`src/rtl/uart_modem_pkg.sv`:
```
package uart_modem_pkg;
  localparam int NLINES = 4;
  localparam int NCTL   = 5;

  // status line group, MSB first = MSR bit 7 down to bit 4
  typedef struct packed {
    logic dcd;
    logic ri;
    logic dsr;
    logic cts;
  } mline_t;

  // control group, MSB first = MCR bit 4 down to bit 0
  typedef struct packed {
    logic loop;
    logic out2;
    logic out1;
    logic rts;
    logic dtr;
  } mctl_t;

  localparam mline_t LINE_RST = '{dcd: 1'b1, ri: 1'b0, dsr: 1'b1, cts: 1'b1};
  localparam mctl_t  CTL_RST  = '{loop: 1'b0, out2: 1'b1, out1: 1'b0, rts: 1'b0, dtr: 1'b0};
endpackage

```
`src/rtl/msr_line_sync.sv`:
```
module msr_line_sync #(
  parameter int WIDTH  = 4,
  parameter int STAGES = 2,
  parameter logic [WIDTH-1:0] RST_VAL = '0
) (
  input  logic             clk,
  input  logic             rst_n,
  input  logic [WIDTH-1:0] din,
  output logic [WIDTH-1:0] dout
);
  logic [WIDTH-1:0] pipe [STAGES];

  always_ff @(posedge clk or negedge rst_n) begin
    if (!rst_n) pipe[0] <= RST_VAL;
    else        pipe[0] <= din;
  end

  for (genvar s = 1; s < STAGES; s++) begin : g_stage
    always_ff @(posedge clk or negedge rst_n) begin
      if (!rst_n) pipe[s] <= RST_VAL;
      else        pipe[s] <= pipe[s-1];
    end
  end

  assign dout = pipe[STAGES-1];
endmodule

```
`src/rtl/msr_ctl_reg.sv`:
```
module msr_ctl_reg
  import uart_modem_pkg::*;
(
  input  logic            clk,
  input  logic            rst_n,
  input  logic            wr_en,
  input  logic [NCTL-1:0] wr_bits,
  output mctl_t           ctl_q,
  output logic            rts_o,
  output logic            dtr_o,
  output logic            out1_o,
  output logic            out2_o
);
  always_ff @(posedge clk or negedge rst_n) begin
    if (!rst_n)     ctl_q <= CTL_RST;
    else if (wr_en) ctl_q <= mctl_t'(wr_bits);
  end

  // pins parked inactive while looped back
  always_comb begin
    rts_o  = ctl_q.rts  & ~ctl_q.loop;
    dtr_o  = ctl_q.dtr  & ~ctl_q.loop;
    out1_o = ctl_q.out1 & ~ctl_q.loop;
    out2_o = ctl_q.out2 & ~ctl_q.loop;
  end
endmodule

```
`src/rtl/msr_delta_track.sv`:
```
module msr_delta_track
  import uart_modem_pkg::*;
(
  input  logic              clk,
  input  logic              rst_n,
  input  mline_t            src,
  input  logic              rd_clr,
  output mline_t            stat_q,
  output logic [NLINES-1:0] delta_q
);
  logic [NLINES-1:0] new_delta;

  always_comb begin
    new_delta[3] = stat_q.dcd ^ src.dcd;
    new_delta[2] = stat_q.ri & ~src.ri;       // trailing ring edge only
    new_delta[1] = stat_q.dsr ^ src.dsr;
    new_delta[0] = stat_q.cts ^ src.cts;
  end

  always_ff @(posedge clk or negedge rst_n) begin
    if (!rst_n) begin
      stat_q  <= LINE_RST;
      delta_q <= '0;
    end else begin
      stat_q  <= src;
      delta_q <= (rd_clr ? '0 : delta_q) | new_delta;
    end
  end
endmodule

```
`src/rtl/uart_modem_ctl.sv`:
```
module uart_modem_ctl
  import uart_modem_pkg::*;
#(
  parameter int SYNC_STAGES = 2
) (
  input  logic       clk,
  input  logic       rst_n,
  input  logic       line_cts,
  input  logic       line_dsr,
  input  logic       line_dcd,
  input  logic       line_ri,
  input  logic       mcr_wr_en,
  input  logic [7:0] mcr_wr_data,
  input  logic       msr_rd_en,
  output logic [7:0] mcr_rd_data,
  output logic [7:0] msr_rd_data,
  output logic       pin_rts,
  output logic       pin_dtr,
  output logic       pin_out1,
  output logic       pin_out2,
  output logic       status_change
);
  localparam int PAD = 8 - NCTL;

  mctl_t             ctl_q;
  mline_t            ext_raw, ext_sync, loop_src, src_sel, stat_q;
  logic [NLINES-1:0] delta_q;
  logic [PAD-1:0]    unused_wr_hi;

  assign unused_wr_hi = mcr_wr_data[7:NCTL];

  assign ext_raw = '{dcd: line_dcd, ri: line_ri, dsr: line_dsr, cts: line_cts};

  msr_line_sync #(
    .WIDTH  (NLINES),
    .STAGES (SYNC_STAGES),
    .RST_VAL(LINE_RST)
  ) u_sync (
    .clk  (clk),
    .rst_n(rst_n),
    .din  (ext_raw),
    .dout (ext_sync)
  );

  msr_ctl_reg u_ctl (
    .clk    (clk),
    .rst_n  (rst_n),
    .wr_en  (mcr_wr_en),
    .wr_bits(mcr_wr_data[NCTL-1:0]),
    .ctl_q  (ctl_q),
    .rts_o  (pin_rts),
    .dtr_o  (pin_dtr),
    .out1_o (pin_out1),
    .out2_o (pin_out2)
  );

  always_comb begin
    loop_src = '{dcd: ctl_q.out2, ri: ctl_q.out1, dsr: ctl_q.dtr, cts: ctl_q.rts};
    src_sel  = ctl_q.loop ? loop_src : ext_sync;
  end

  msr_delta_track u_delta (
    .clk    (clk),
    .rst_n  (rst_n),
    .src    (src_sel),
    .rd_clr (msr_rd_en),
    .stat_q (stat_q),
    .delta_q(delta_q)
  );

  assign msr_rd_data   = {stat_q, delta_q};
  assign mcr_rd_data   = {{PAD{1'b0}}, ctl_q};
  assign status_change = |delta_q;
endmodule

```
`config.mk`:
```
export PLATFORM = sky130hd
export DESIGN_NAME = uart_modem_ctl
export DESIGN_NICKNAME = d
export VERILOG_FILES = /design/src/rtl/uart_modem_pkg.sv /design/src/rtl/msr_line_sync.sv /design/src/rtl/msr_ctl_reg.sv /design/src/rtl/msr_delta_track.sv /design/src/rtl/uart_modem_ctl.sv
export SDC_FILE = /design/constraint.sdc
export NUM_CORES = 1
export LEC_CHECK = 0
export BUFFER_PORTS_ARGS = -buffer_cell sky130_fd_sc_hd__buf_2
export CAP_MARGIN = 10
export CORE_MARGIN = 5
export CORE_UTILIZATION = 47
export DETAILED_ROUTE_END_ITERATION = 7
export MAX_ROUTING_LAYER = met4
export PLACE_DENSITY = 0.81
export REMOVE_ABC_BUFFERS = 1
export SKIP_LAST_GASP = 1
export SYNTH_ARGS = -nofsm -noshare
export SYNTH_HDL_FRONTEND = slang
export SYNTH_HIERARCHICAL = 1
export SYNTH_SLANG_ARGS = --single-unit
```
`constraint.sdc`:
```
create_clock -name clk -period 3.3 [get_ports clk]
set_input_delay 0.66 -clock clk [delete_from_list [all_inputs] [get_ports clk]]
set_output_delay 0.66 -clock clk [all_outputs]
set_load 0.02 [all_outputs]
```
Word level (Yosys, flattened, before mapping)
Cells that the tools add are included.
- reductions and logical operators: 1
- shifts and indexed selects: 0
- eq/ne operators: 0
- $mul: 0
- $lt $le $gt $ge: 0
- bitwise logic cells: 11
- muxes and demuxes: 2
- add/sub/neg operators: 0
- divide/modulo/power cells: 0
- operators with widths (cell ; count):
    $mux W4 ; 2
    $and A1 B1 Y1 ; 5
    $or A4 B4 Y4 ; 1
    $reduce_or A4 Y1 ; 1
    $xor A1 B1 Y1 ; 3
    $not A1 Y1 ; 2
- output and inout bits: 21
- latch bits: 0
- word-level logic and storage cells: 26
- memories: 0
- bits in read-only memories: 0
- bits of input ports: 16
- register bits: 21
- RAM bits: 0

Logic depth before layout (Yosys ltp)
Gate-level depths: netlist (run 1).
- word-level depth: 4
- depth in mapped cells: 4
- depth with buffers taken out: 3

Cells and area by module
Netlist (run 1), hierarchy kept.
- modules (own cells, without submodules) (module ; cells each ; sequential area each (um^2) ; times used ; area each (um^2)):
    msr_delta_track ; 20 ; 203.9 ; 1 ; 270.3
    msr_line_sync ; 12 ; 207.7 ; 1 ; 237.7
    msr_ctl_reg ; 14 ; 126.4 ; 1 ; 207.7
    uart_modem_ctl ; 9 ; 0.0 ; 1 ; 78.8

Worst setup path before layout (run 1)
OpenSTA, ideal clock, no wires.
- kind: reg-to-output
- from: register u_delta.delta_q[1]
- to: output status_change
- arrival: 1096 ps
- data required time: 2640 ps
- slack: 1544 ps
- stages on the path, launching flop included: 2
- path buffers: 0
- cells stage by stage: dfrtp_1 > or4_1
- cells in the longest elaborated chain, start to end: 1
- ends and longest elaborated chain (element ; RTL line ; RTL):
    from (decl) ; msr_delta_track.sv:9 ; output logic [NLINES-1:0] delta_q
    from (signal assigned) ; msr_delta_track.sv:26 ; delta_q <= (rd_clr ? '0 : delta_q) | new_delta;
    $reduce_or A4 Y1 ; uart_modem_ctl.sv:73 ; assign status_change = |delta_q;
    to (decl) ; uart_modem_ctl.sv:21 ; output logic status_change
No other way between the ends.

Worst setup path after layout (run 1)
Ends and elaborated chain as after synthesis.

==> results of run 1 <==
cell families after synthesis:
| kind of cell | synth area share, % |
|---|---|
| mux | 12.8 |
| xor+xnor | 3.31 |
| other cells | 0.472 |
| buf+inv | 8.98 |
| simple gates | 4.09 |
| compound gates | 2.68 |
| flops | 67.7 |
layout make-up:
class                           count  area (um^2)
Multi-Input combinational cell     24          193
Fill cell                         127          613
Clock buffer                        4         26.3
Inverter                            5         18.8
Timing Repair Buffer               30          150
Sequential cell                    21          538
Tap cell                           16         20.0
stage by stage:
step	cells	hold WS [ns]
after floorplan	50	0.331
final	100	0.296
after CTS	100	0.306
after global placement	96	0.332
after detailed placement	96	0.340
after global routing	100	0.318
placed cells by master, fill, tap and decap left out, types with 3 or more instances in the layout:
master	synthesis	layout
buf_2	0	30
clkbuf_4	0	3
conb_1	1	3
dfrtp_1	11	11
dfstp_2	10	10
inv_1	5	5
mux2_1	5	5
mux2_2	4	4
nor2b_1	4	4
o21ai_1	3	3
xnor2_1	3	3
routing by layer:
metal	GRT usage (%)	vias up	part of all wire (%)
li1	-	224	-
met1	15.2	224	40
met2	18.2	23	49
met3	2.33	2	10
met4	5.38	0	0.75
met5	-	-	0
worst max path at each step:
stage               endpoint  cells after the start
4_1_cts        status_change                      2
6_report       status_change                      2
3_3_place_gp   status_change                      2
5_1_grt        status_change                      2
2_1_floorplan  status_change                      1
3_5_place_dp   status_change                      2
critical path: stages (launching register included):
cell     delay (ns)
dfrtp_1        0.41
or4_1          0.51
buf_2          0.17
flip-flops by register name, indices dropped and copies added (netlist names):
register and count:
u_sync/dout 4, u_delta/stat_q 4, u_delta/delta_q 4, u_ctl/ctl_q 5
u_sync/pipe 4
where the power goes:
part / switching, mW / internal [mW]
Combinational: 0.0748 / 0.0480
Sequential: 0.0200 / 0.293
Clock: 0.0702 / 0.0469
==> impl_results.md, run 1 <==
- Synthesis-stage register bit count: 21
- # rows: 14
- Io pins: 37
- Core Area: 1560 um^2
- Final setup margin: between 1 and 1.5 ns
- N_diodes: 0
- Die Height: approximately 51 um
- Clock Latency Late Sink: between 0.2 and 0.3 ns
- Initial core utilization: between 50 and 60%
- Crit path arrival time: roughly 1.4 ns
- Minimum clock period: ~2 ns
- Ranking of synthesized cells by area: dfrtp_1, dfstp_2, mux2_1, buf_4, mux2_2
- Synth warnings: 6
- Setup crit end kind: output pin
- Fin crit share: about three fifths
- Clk slew on worst S/H paths: ~0.11 ns
- Die W: approximately 51 um
- Post-synth EDFFs: 0
- R2r endpoint: u_delta/delta_q[1]
- Max Slew Vio Count: 0
- Pin count of the biggest net entering global routing: 22
- Async SR Flop Fraction: 100%
- Post-Syn Area: 795 um^2
- Leading cell type by number of instances after synthesis: dfrtp_1
- CTS tree: yes
- TritonCTS buffer count: 3
- Cells after Synth: between 50 and 60
- Clock tree buffer depth: 2
- HP Class: in2async
- Port Buffers: 30
- Final ANT Viol Nets: 0
- Sink Count: 21
- WP data required: roughly 2.6 ns
- Synth top area share: between 30 and 40%
- Post-CTS setup buffers: 0
- Top cells by count, synth: dfrtp_1, dfstp_2, buf_4
- Synth area leader: dfrtp_1
- Crit-path max FO: 3
- First-pass GRT wire length: 2280 um
- Vias per cell: roughly 4.7
- DPL Wire Length: approximately 1000 um
- Gr ovfl total: 0
- Max-cap violations: 0
- Full die area: between 2000 and 3000 um^2
- Post-DP Area: 920 um^2
- Final setup vio count: 0
- Worst vdd ir: between 0.2 and 0.3 mV
- Reg2reg start: u_ctl/ctl_q[4]
- P_leak: ~0.46 nW
- Status: completed
- CP startpoint kind: flip-flop
- Design Power: 0.553 mW
- FF-to-FF setup slack: about 2.0 ns
- CTS-repair resized insts: 0
- Mean Syn Cell Area: 14.4 um^2
- Setup CP Type: reg2out
- Critical Path Source: u_delta/delta_q[1]
- PwrDens: approximately 580 nW/um^2
- Utilization after layout: between 60 and 70%
- Hold Buf Count CTS: 0
- H-tree depth: 1
- Pre-CTS setup slack: between 1.5 and 2 ns
- Final #Nets: 101
- Highest Clock Rate: 0.491 GHz
- Total GRT Usage: 11.9%
- Final Hold Violating Endpoints: 0
- DRC: 0
- Root Buffer: clkbuf_4
- Number of global-route vias before repair: 490
- Fraction of layout cells with a size suffix above 1: 56.0%
- Distinct cells, synth: 12
- Vias: 473
- RD Place Congestion: approximately 0.64
- Most used DFF post-synth: dfrtp_1
- Initial antenna violation count: 0
- Fin Clk Skew: about 0.0043 ns
- R2R depth: 3
- Seq/Total Area, Yosys: around 68%
- Detailed Route WL: about 1300 um
- Iter 0 DRT Violations: 2
- Area growth from synthesis to layout: 19.1%
- WL/cell: between 10 and 15 um
- Total negative slack: 0 ns
- Unrepaired setup endpoints after global routing: no
- Post-Layout Inst Area: 946 um^2
- Drt pass-1 iters: 2
(Power assumes the default switching activity.)
==> run 2, diff against run 1 <==
--- a/config.mk
+++ b/config.mk
@@ -8,10 +8,10 @@
 export BUFFER_PORTS_ARGS = -buffer_cell sky130_fd_sc_hd__buf_2
 export CAP_MARGIN = 10
 export CORE_MARGIN = 5
-export CORE_UTILIZATION = 47
+export CORE_UTILIZATION = 44
 export DETAILED_ROUTE_END_ITERATION = 7
 export MAX_ROUTING_LAYER = met4
-export PLACE_DENSITY = 0.81
+export PLACE_DENSITY = 0.76
 export REMOVE_ABC_BUFFERS = 1
 export SKIP_LAST_GASP = 1
 export SYNTH_ARGS = -nofsm -noshare
==> constraint.sdc (replaced) <==
create_clock -name clk -period 1.9 [get_ports clk]
set_input_delay 0.38 -clock clk [delete_from_list [all_inputs] [get_ports clk]]
set_output_delay 0.38 -clock clk [all_outputs]
set_load 0.02 [all_outputs]
==> impl_results.md, run 2 (synthesized netlist as in run 1, its figures left out) <==
- Status: completed
- Commonest non-fill, non-tap cell in the layout: buf_2
- Drt pass-1 iters: 2 (unchanged)
- Initial core utilization: 46.0% (-4.9 points)
- H-tree depth: 1 (unchanged)
- N_diodes: 0 (unchanged)
- Cell Int Power: 0.674 mW (+74%)
- First-pass GRT wire length: 2030 um (-11%)
- Psw: 0.286 mW (+74%)
- Die W: 52.5 um (+2.7%)
- Core Area: 1730 um^2 (+11%)
- Unrepaired setup endpoints after global routing: no
- Slowest cell on the critical path: or4_1
- Most frequent cells in the layout: buf_2, dfrtp_1, dfstp_2, mux2_1, inv_1
- Hold Buf Count CTS: 0 (unchanged)
- Io pins: 37 (unchanged)
- Area growth from synthesis to layout: 20.5%
- Port Buffers: 30 (unchanged)
- Minimum clock period: 1.74 ns
- Pin count of the biggest net entering global routing: 22 (unchanged)
- Setup CP Type: reg2out
- Sink Count: 21 (unchanged)
- Total negative slack: 0 ns (unchanged)
- Die Height: 52.5 um (+2.7%)
- Clock Latency Late Sink: 0.29 ns (about the same)
- TritonCTS buffer count: 3 (unchanged)
- Max-cap violations: 0 (unchanged)
- Final #Nets: 101 (unchanged)
- Final setup margin: 0.161 ns (-1.10 ns)
- PwrDens: 1000 nW/um^2 (+72%)
- P_leak: 0.461 nW (unchanged)
- Fraction of layout cells with a size suffix above 1: 56.0% (unchanged)
- Root Buffer: clkbuf_4
- Iter 0 DRT Violations: 1 (-1)
- Setup crit end kind: output pin
- # rows: 15 (+1)
- Combinational share of power: 22.0% (-0.2 points)
- WP data required: 1.52 ns (-1.12 ns)
- Crit-path max cell delay: 0.50 ns (about the same)
- Detailed Route WL: 1320 um (-0.45%)
- Worst vdd ir: 0.506 mV (+73%)
- Sw frac: 29.8% (about the same)
- Fin Clk Skew: 0.00295 ns (-0.00135 ns)
- Final Hold Violating Endpoints: 0 (unchanged)
- Crit path arrival time: 1.36 ns (-0.02 ns)
- Initial antenna violation count: 0 (unchanged)
- Max Slew Vio Count: 0 (unchanged)
- RD Place Congestion: 0.696 (+9.4%)
- Full die area: 2760 um^2 (+5.5%)
- Biggest register: u_ctl/ctl_q
- Number of flip-flops under the largest register name: 5 (unchanged)
- Clk pwr share: 21.5% (+0.3 points)
- Final non-filler cell total: 109 (+9.0%)
- Post-CTS setup buffers: 0 (unchanged)
- Pre-CTS setup slack: 0.487 ns (-1.10 ns)
- WL/cell: 12.1 um (-8.7%)
- CTS tree: yes
- Fin crit share: 91.5%
- Crit path cell chain: or4_1 -> buf_2
- Clock tree buffer depth: 2 (unchanged)
- Crit-path max FO: 3 (unchanged)
- Final ANT Viol Nets: 0 (unchanged)
- HP Class: in2async
- Vias: 483 (+2.1%)
- Flop pwr share: 56.5% (about the same)
- CTS-repair resized insts: 0 (unchanged)
- Design Power: 0.960 mW (+74%)
- Cell count after placement: 105 (+9.4%)
- Post-DP Area: 931 um^2 (+1.2%)
- Clk slew on worst S/H paths: 0.11 ns (about the same)
- Post-Layout Inst Area: 957 um^2 (+1.2%)
- DRC: 0 (unchanged)
- Number of global-route vias before repair: 463 (-5.5%)
- Final setup vio count: 0 (unchanged)
- Highest Clock Rate: roughly 0.58 GHz
- Vias per cell: 4.43 (-6.3%)
- CP startpoint kind: flip-flop
- Total GRT Usage: 10.8% (-1.1 points)
- Gr ovfl total: 0 (unchanged)
run 2: cell type report:
type / instances / area (um^2)
Timing Repair Buffer: 30 / 150
Sequential cell: 21 / 538
Fill cell: 165 / 769
Inverter: 5 / 18.8
Multi-Input combinational cell: 24 / 193
Clock buffer: 4 / 26.3
Tap cell: 25 / 31.3
run 2: final timing paths:
path / from / endpoint / slack, ns / cells after the start
min reg2reg: u_sync/pipe[5] / u_sync/dout[1] / 0.37 / 0
max: u_delta/delta_q[1] / status_change / 0.16 / 2
max reg2reg: u_ctl/ctl_q[4] / u_delta/delta_q[3] / 0.58 / 3
min in group clk: line_cts / u_sync/pipe[4] / 0.17 / 1
max in group asynchronous: rst_n / u_sync/dout[1] / 1.55 / 1
min: rst_n / u_ctl/ctl_q[4] / 0.008 / 1
run 2: critical path, delay by kind of cell, from the launching register on:
| family | cells | cell delay (ns) |
|---|---|---|
| simple gates | 1 | 0.50 |
| flops | 1 | 0.39 |
| buf+inv | 1 | 0.17 |
run 2: power by group through the flow:
stage / Sequential [mW] / Combinational [mW] / Clock, mW
6_report: 0.543 / 0.211 / 0.206
5_1_grt: 0.552 / 0.228 / 0.233
4_1_cts: 0.544 / 0.216 / 0.215
3_5_place_dp: 0.552 / 0.215 / 0
3_3_place_gp: 0.548 / 0.212 / 0
2_1_floorplan: 0.600 / 0.0782 / 0
run 2: metrics by stage:
step / util, % / hold WS, ns
CTS: 55.4 / 0.0158
finish: 55.4 / 0.00838
global placement: 53.9 / 0.333
floorplan: - / 0.0844
detailed placement: 53.9 / 0.350
global route: 55.4 / 0.0275
run 2: metal layers:
metal,track usage [%],part of all wire [%],up-vias,routed length [um]
met5,-,0,-,0
met4,5.11,0,0,0
met3,3.42,9.5,0,125
met2,17.4,50,23,658
met1,12.1,41,233,538
li1,-,-,227,-
==> run 3, diff against run 2 <==
--- a/config.mk
+++ b/config.mk
@@ -5,13 +5,14 @@
 export SDC_FILE = /design/constraint.sdc
 export NUM_CORES = 1
 export LEC_CHECK = 0
+export ABC_AREA = 1
 export BUFFER_PORTS_ARGS = -buffer_cell sky130_fd_sc_hd__buf_2
 export CAP_MARGIN = 10
 export CORE_MARGIN = 5
-export CORE_UTILIZATION = 44
+export CORE_UTILIZATION = 45
 export DETAILED_ROUTE_END_ITERATION = 7
 export MAX_ROUTING_LAYER = met4
-export PLACE_DENSITY = 0.76
+export PLACE_DENSITY = 0.77
 export REMOVE_ABC_BUFFERS = 1
 export SKIP_LAST_GASP = 1
 export SYNTH_ARGS = -nofsm -noshare
==> impl_results.md, run 3 <==
- Clock tree buffer depth: 2 (unchanged)
- Root Buffer: clkbuf_4
- DRC: 0 (unchanged)
- TritonCTS buffer count: 3 (unchanged)
- Failing checks: hold timing
- WP data required: 1.52 ns (about the same)
- Final hold slack: -0.000671 ns (-0.00905 ns)
- Distinct cells, synth: 10 (-2)
- WL/cell: 9.52 um (-21%)
- H-tree depth: 1 (unchanged)
- Most used DFF post-synth: dfrtp_1
- HP Class: in2async
- Number of fill cells: 166 (+0.61%)
- Total negative slack: 0 ns (unchanged)
- Async SR Flop Fraction: 100% (unchanged)
- Sink Count: 21 (unchanged)
- Synthesis-stage register bit count: 21 (unchanged)
- Pin count of the biggest net entering global routing: 22 (unchanged)
- Gr ovfl total: 0 (unchanged)
- Vias per cell: 4.29 (-3.2%)
- CP startpoint kind: flip-flop
- Final setup vio count: 0 (unchanged)
- Commonest non-fill, non-tap cell in the layout: nand2_1
- Setup crit end kind: output pin
- Top cells by count, synth: nand2_1, dfrtp_1, inv_1
- Biggest register: u_ctl/ctl_q
- Port Buffers: 30 (unchanged)
- Drt pass-1 iters: 4 (+2)
- First-pass GRT wire length: 2320 um (+14%)
- N_diodes: 0 (unchanged)
- Leading cell type by number of instances after synthesis: nand2_1
- P_leak: 0.569 nW (+23%)
- Global route hottest layer: met2
- Die W: 53.1 um (+1.1%)
- Total GRT Usage: 12.3% (+1.6 points)
- Synth top area share: 32.9% (-1.7 points)
- Utilization after layout: 57.3% (+1.8 points)
- RD Place Congestion: 0.669 (-3.8%)
- Number of flip-flops under the largest register name: 5 (unchanged)
- Detailed Route WL: 1380 um (+4.5%)
- Highest Clock Rate: 0.658 GHz (+14%)
- Unrepaired setup endpoints after global routing: no
- Met2 Usage GRT: 19.8% (+2.5 points)
- Io pins: 37 (unchanged)
- Grt met3 use: 3.66% (+0.24 points)
- Synth warnings: 6 (unchanged)
- Clock Latency Late Sink: 0.30 ns (about the same)
- Seq/Total Area, Yosys: 64.4% (-3.3 points)
- Die Height: 53.1 um (+1.1%)
- Post-synth EDFFs: 0 (unchanged)
- Final Hold Violating Endpoints: 2 (+2)
- Worst vdd ir: 0.457 mV (-9.7%)
- Post-CTS setup buffers: 0 (unchanged)
- Mean Syn Cell Area: 9.18 um^2 (-36%)
- Critical Path Source: u_ctl/ctl_q[3]
- Fin Clk Skew: 0.00549 ns (+0.00254 ns)
- Number of global-route vias before repair: 578 (+25%)
- Fraction of layout cells with a size suffix above 1: 40.0% (-16 points)
- Crit path arrival time: 1.14 ns (-0.22 ns)
- Hold Buf Count CTS: 0 (unchanged)
- Core Area: 1750 um^2 (+1.1%)
- Cells after Synth: 91 (+65%)
- Initial core utilization: 47.9% (+1.9 points)
- CTS tree: yes
- Max Slew Vio Count: 0 (unchanged)
- Status: finished with violations
- Clk slew on worst S/H paths: 0.11 ns (about the same)
- Fin crit share: 80.0% (-11 points)
- Iter 0 DRT Violations: 9 (+8)
- Crit-path max FO: 4 (+1)
- Reg2reg start: u_ctl/ctl_q[4]
- # rows: 15 (unchanged)
- Full die area: 2820 um^2 (+2.3%)
- Vias: 622 (+29%)
- Synth area leader: dfrtp_1
- Post-Syn Area: 836 um^2 (+5.2%)
- Most frequent cells in the layout: nand2_1, buf_2, inv_1, dfrtp_1, dfstp_2
- Initial antenna violation count: 0 (unchanged)
- Final #Nets: 137 (+36%)
- Final ANT Viol Nets: 0 (unchanged)
- PwrDens: 934 nW/um^2 (-6.9%)
- Area growth from synthesis to layout: 19.6%
- Minimum clock period: 1.52 ns (-0.218 ns)
- Ranking of synthesized cells by area: dfrtp_1, dfstp_2, nand2_1, buf_4, inv_1
- Max-cap violations: 0 (unchanged)
- Setup CP Type: reg2out
- Met1 usage: 12.8% (+0.68 points)
- CTS-repair resized insts: 0 (unchanged)
run 3: changes by cell type after synthesis, moves of 4 or more:
cell     previous run  this run
nor2b_1             4         0
mux2_2              4         0
nor2_1              0         6
nand2_1             0        38
inv_1               5        11
mux2_1              5         0
run 3: worst max-delay path, cell delays in order, from the launching register on:
cell and delay (ns):
dfstp_2 0.57, inv_1 0.04, nor2_1 0.07, buf_2 0.17
run 3: cell type report:
class                   count  area (um^2)  area share [%]
well taps                  25         31.3            3.13
clock buffers               3         22.5            2.25
multi-input cells          51          200            20.0
flip-flops and latches     21          538            53.8
clock inverters             1         5.00           0.501
repair buffers             30          150            15.0
inverters                  14         52.6            5.26
run 3: worst paths after layout:
path / end / slack [ns] / cells past startpoint
worst min-delay path: u_delta/delta_q[3] / -0.0007 / 1
max in group asynchronous: u_delta/stat_q[0] / 1.56 / 1
worst max register to register: u_delta/delta_q[1] / 0.83 / 6
worst min register to register: u_sync/dout[0] / 0.36 / 0
min in group clk: u_sync/pipe[4] / 0.17 / 1
worst max-delay path: pin_out2 / 0.38 / 3
run 3: through the flow:
stage,instances,area (um^2),hold WS (ns),setup slack [ns],power [mW]
floorplan,86,791,0.0844,0.600,0.659
global placement,141,972,0.335,0.722,0.732
detailed placement,141,972,0.342,0.715,0.740
CTS,145,1000,0.00163,0.358,0.951
global route,145,1000,0.0248,0.289,0.994
finish,145,1000,-0.000671,0.380,0.934
run 3: kinds of logic after synthesis:
| family | share of synthesized area (%) |
|---|---|
| AO/OA/AOI/OAI | 1.05 |
| flip-flops | 64.4 |
| AND/OR/NAND/NOR | 21.6 |
| other | 0.449 |
| buffers and inverters | 12.6 |
run 3: power breakdown:
group | internal (mW) | total [mW] | switching, mW
Combinational | 0.0646 | 0.193 | 0.128
Sequential | 0.502 | 0.534 | 0.0323
Clock | 0.0785 | 0.207 | 0.128
run 3: metal layers:
metal	vias up	wire length [um]
met3	4	164
li1	315	-
met4	0	26
met1	273	542
met5	-	0
met2	30	648
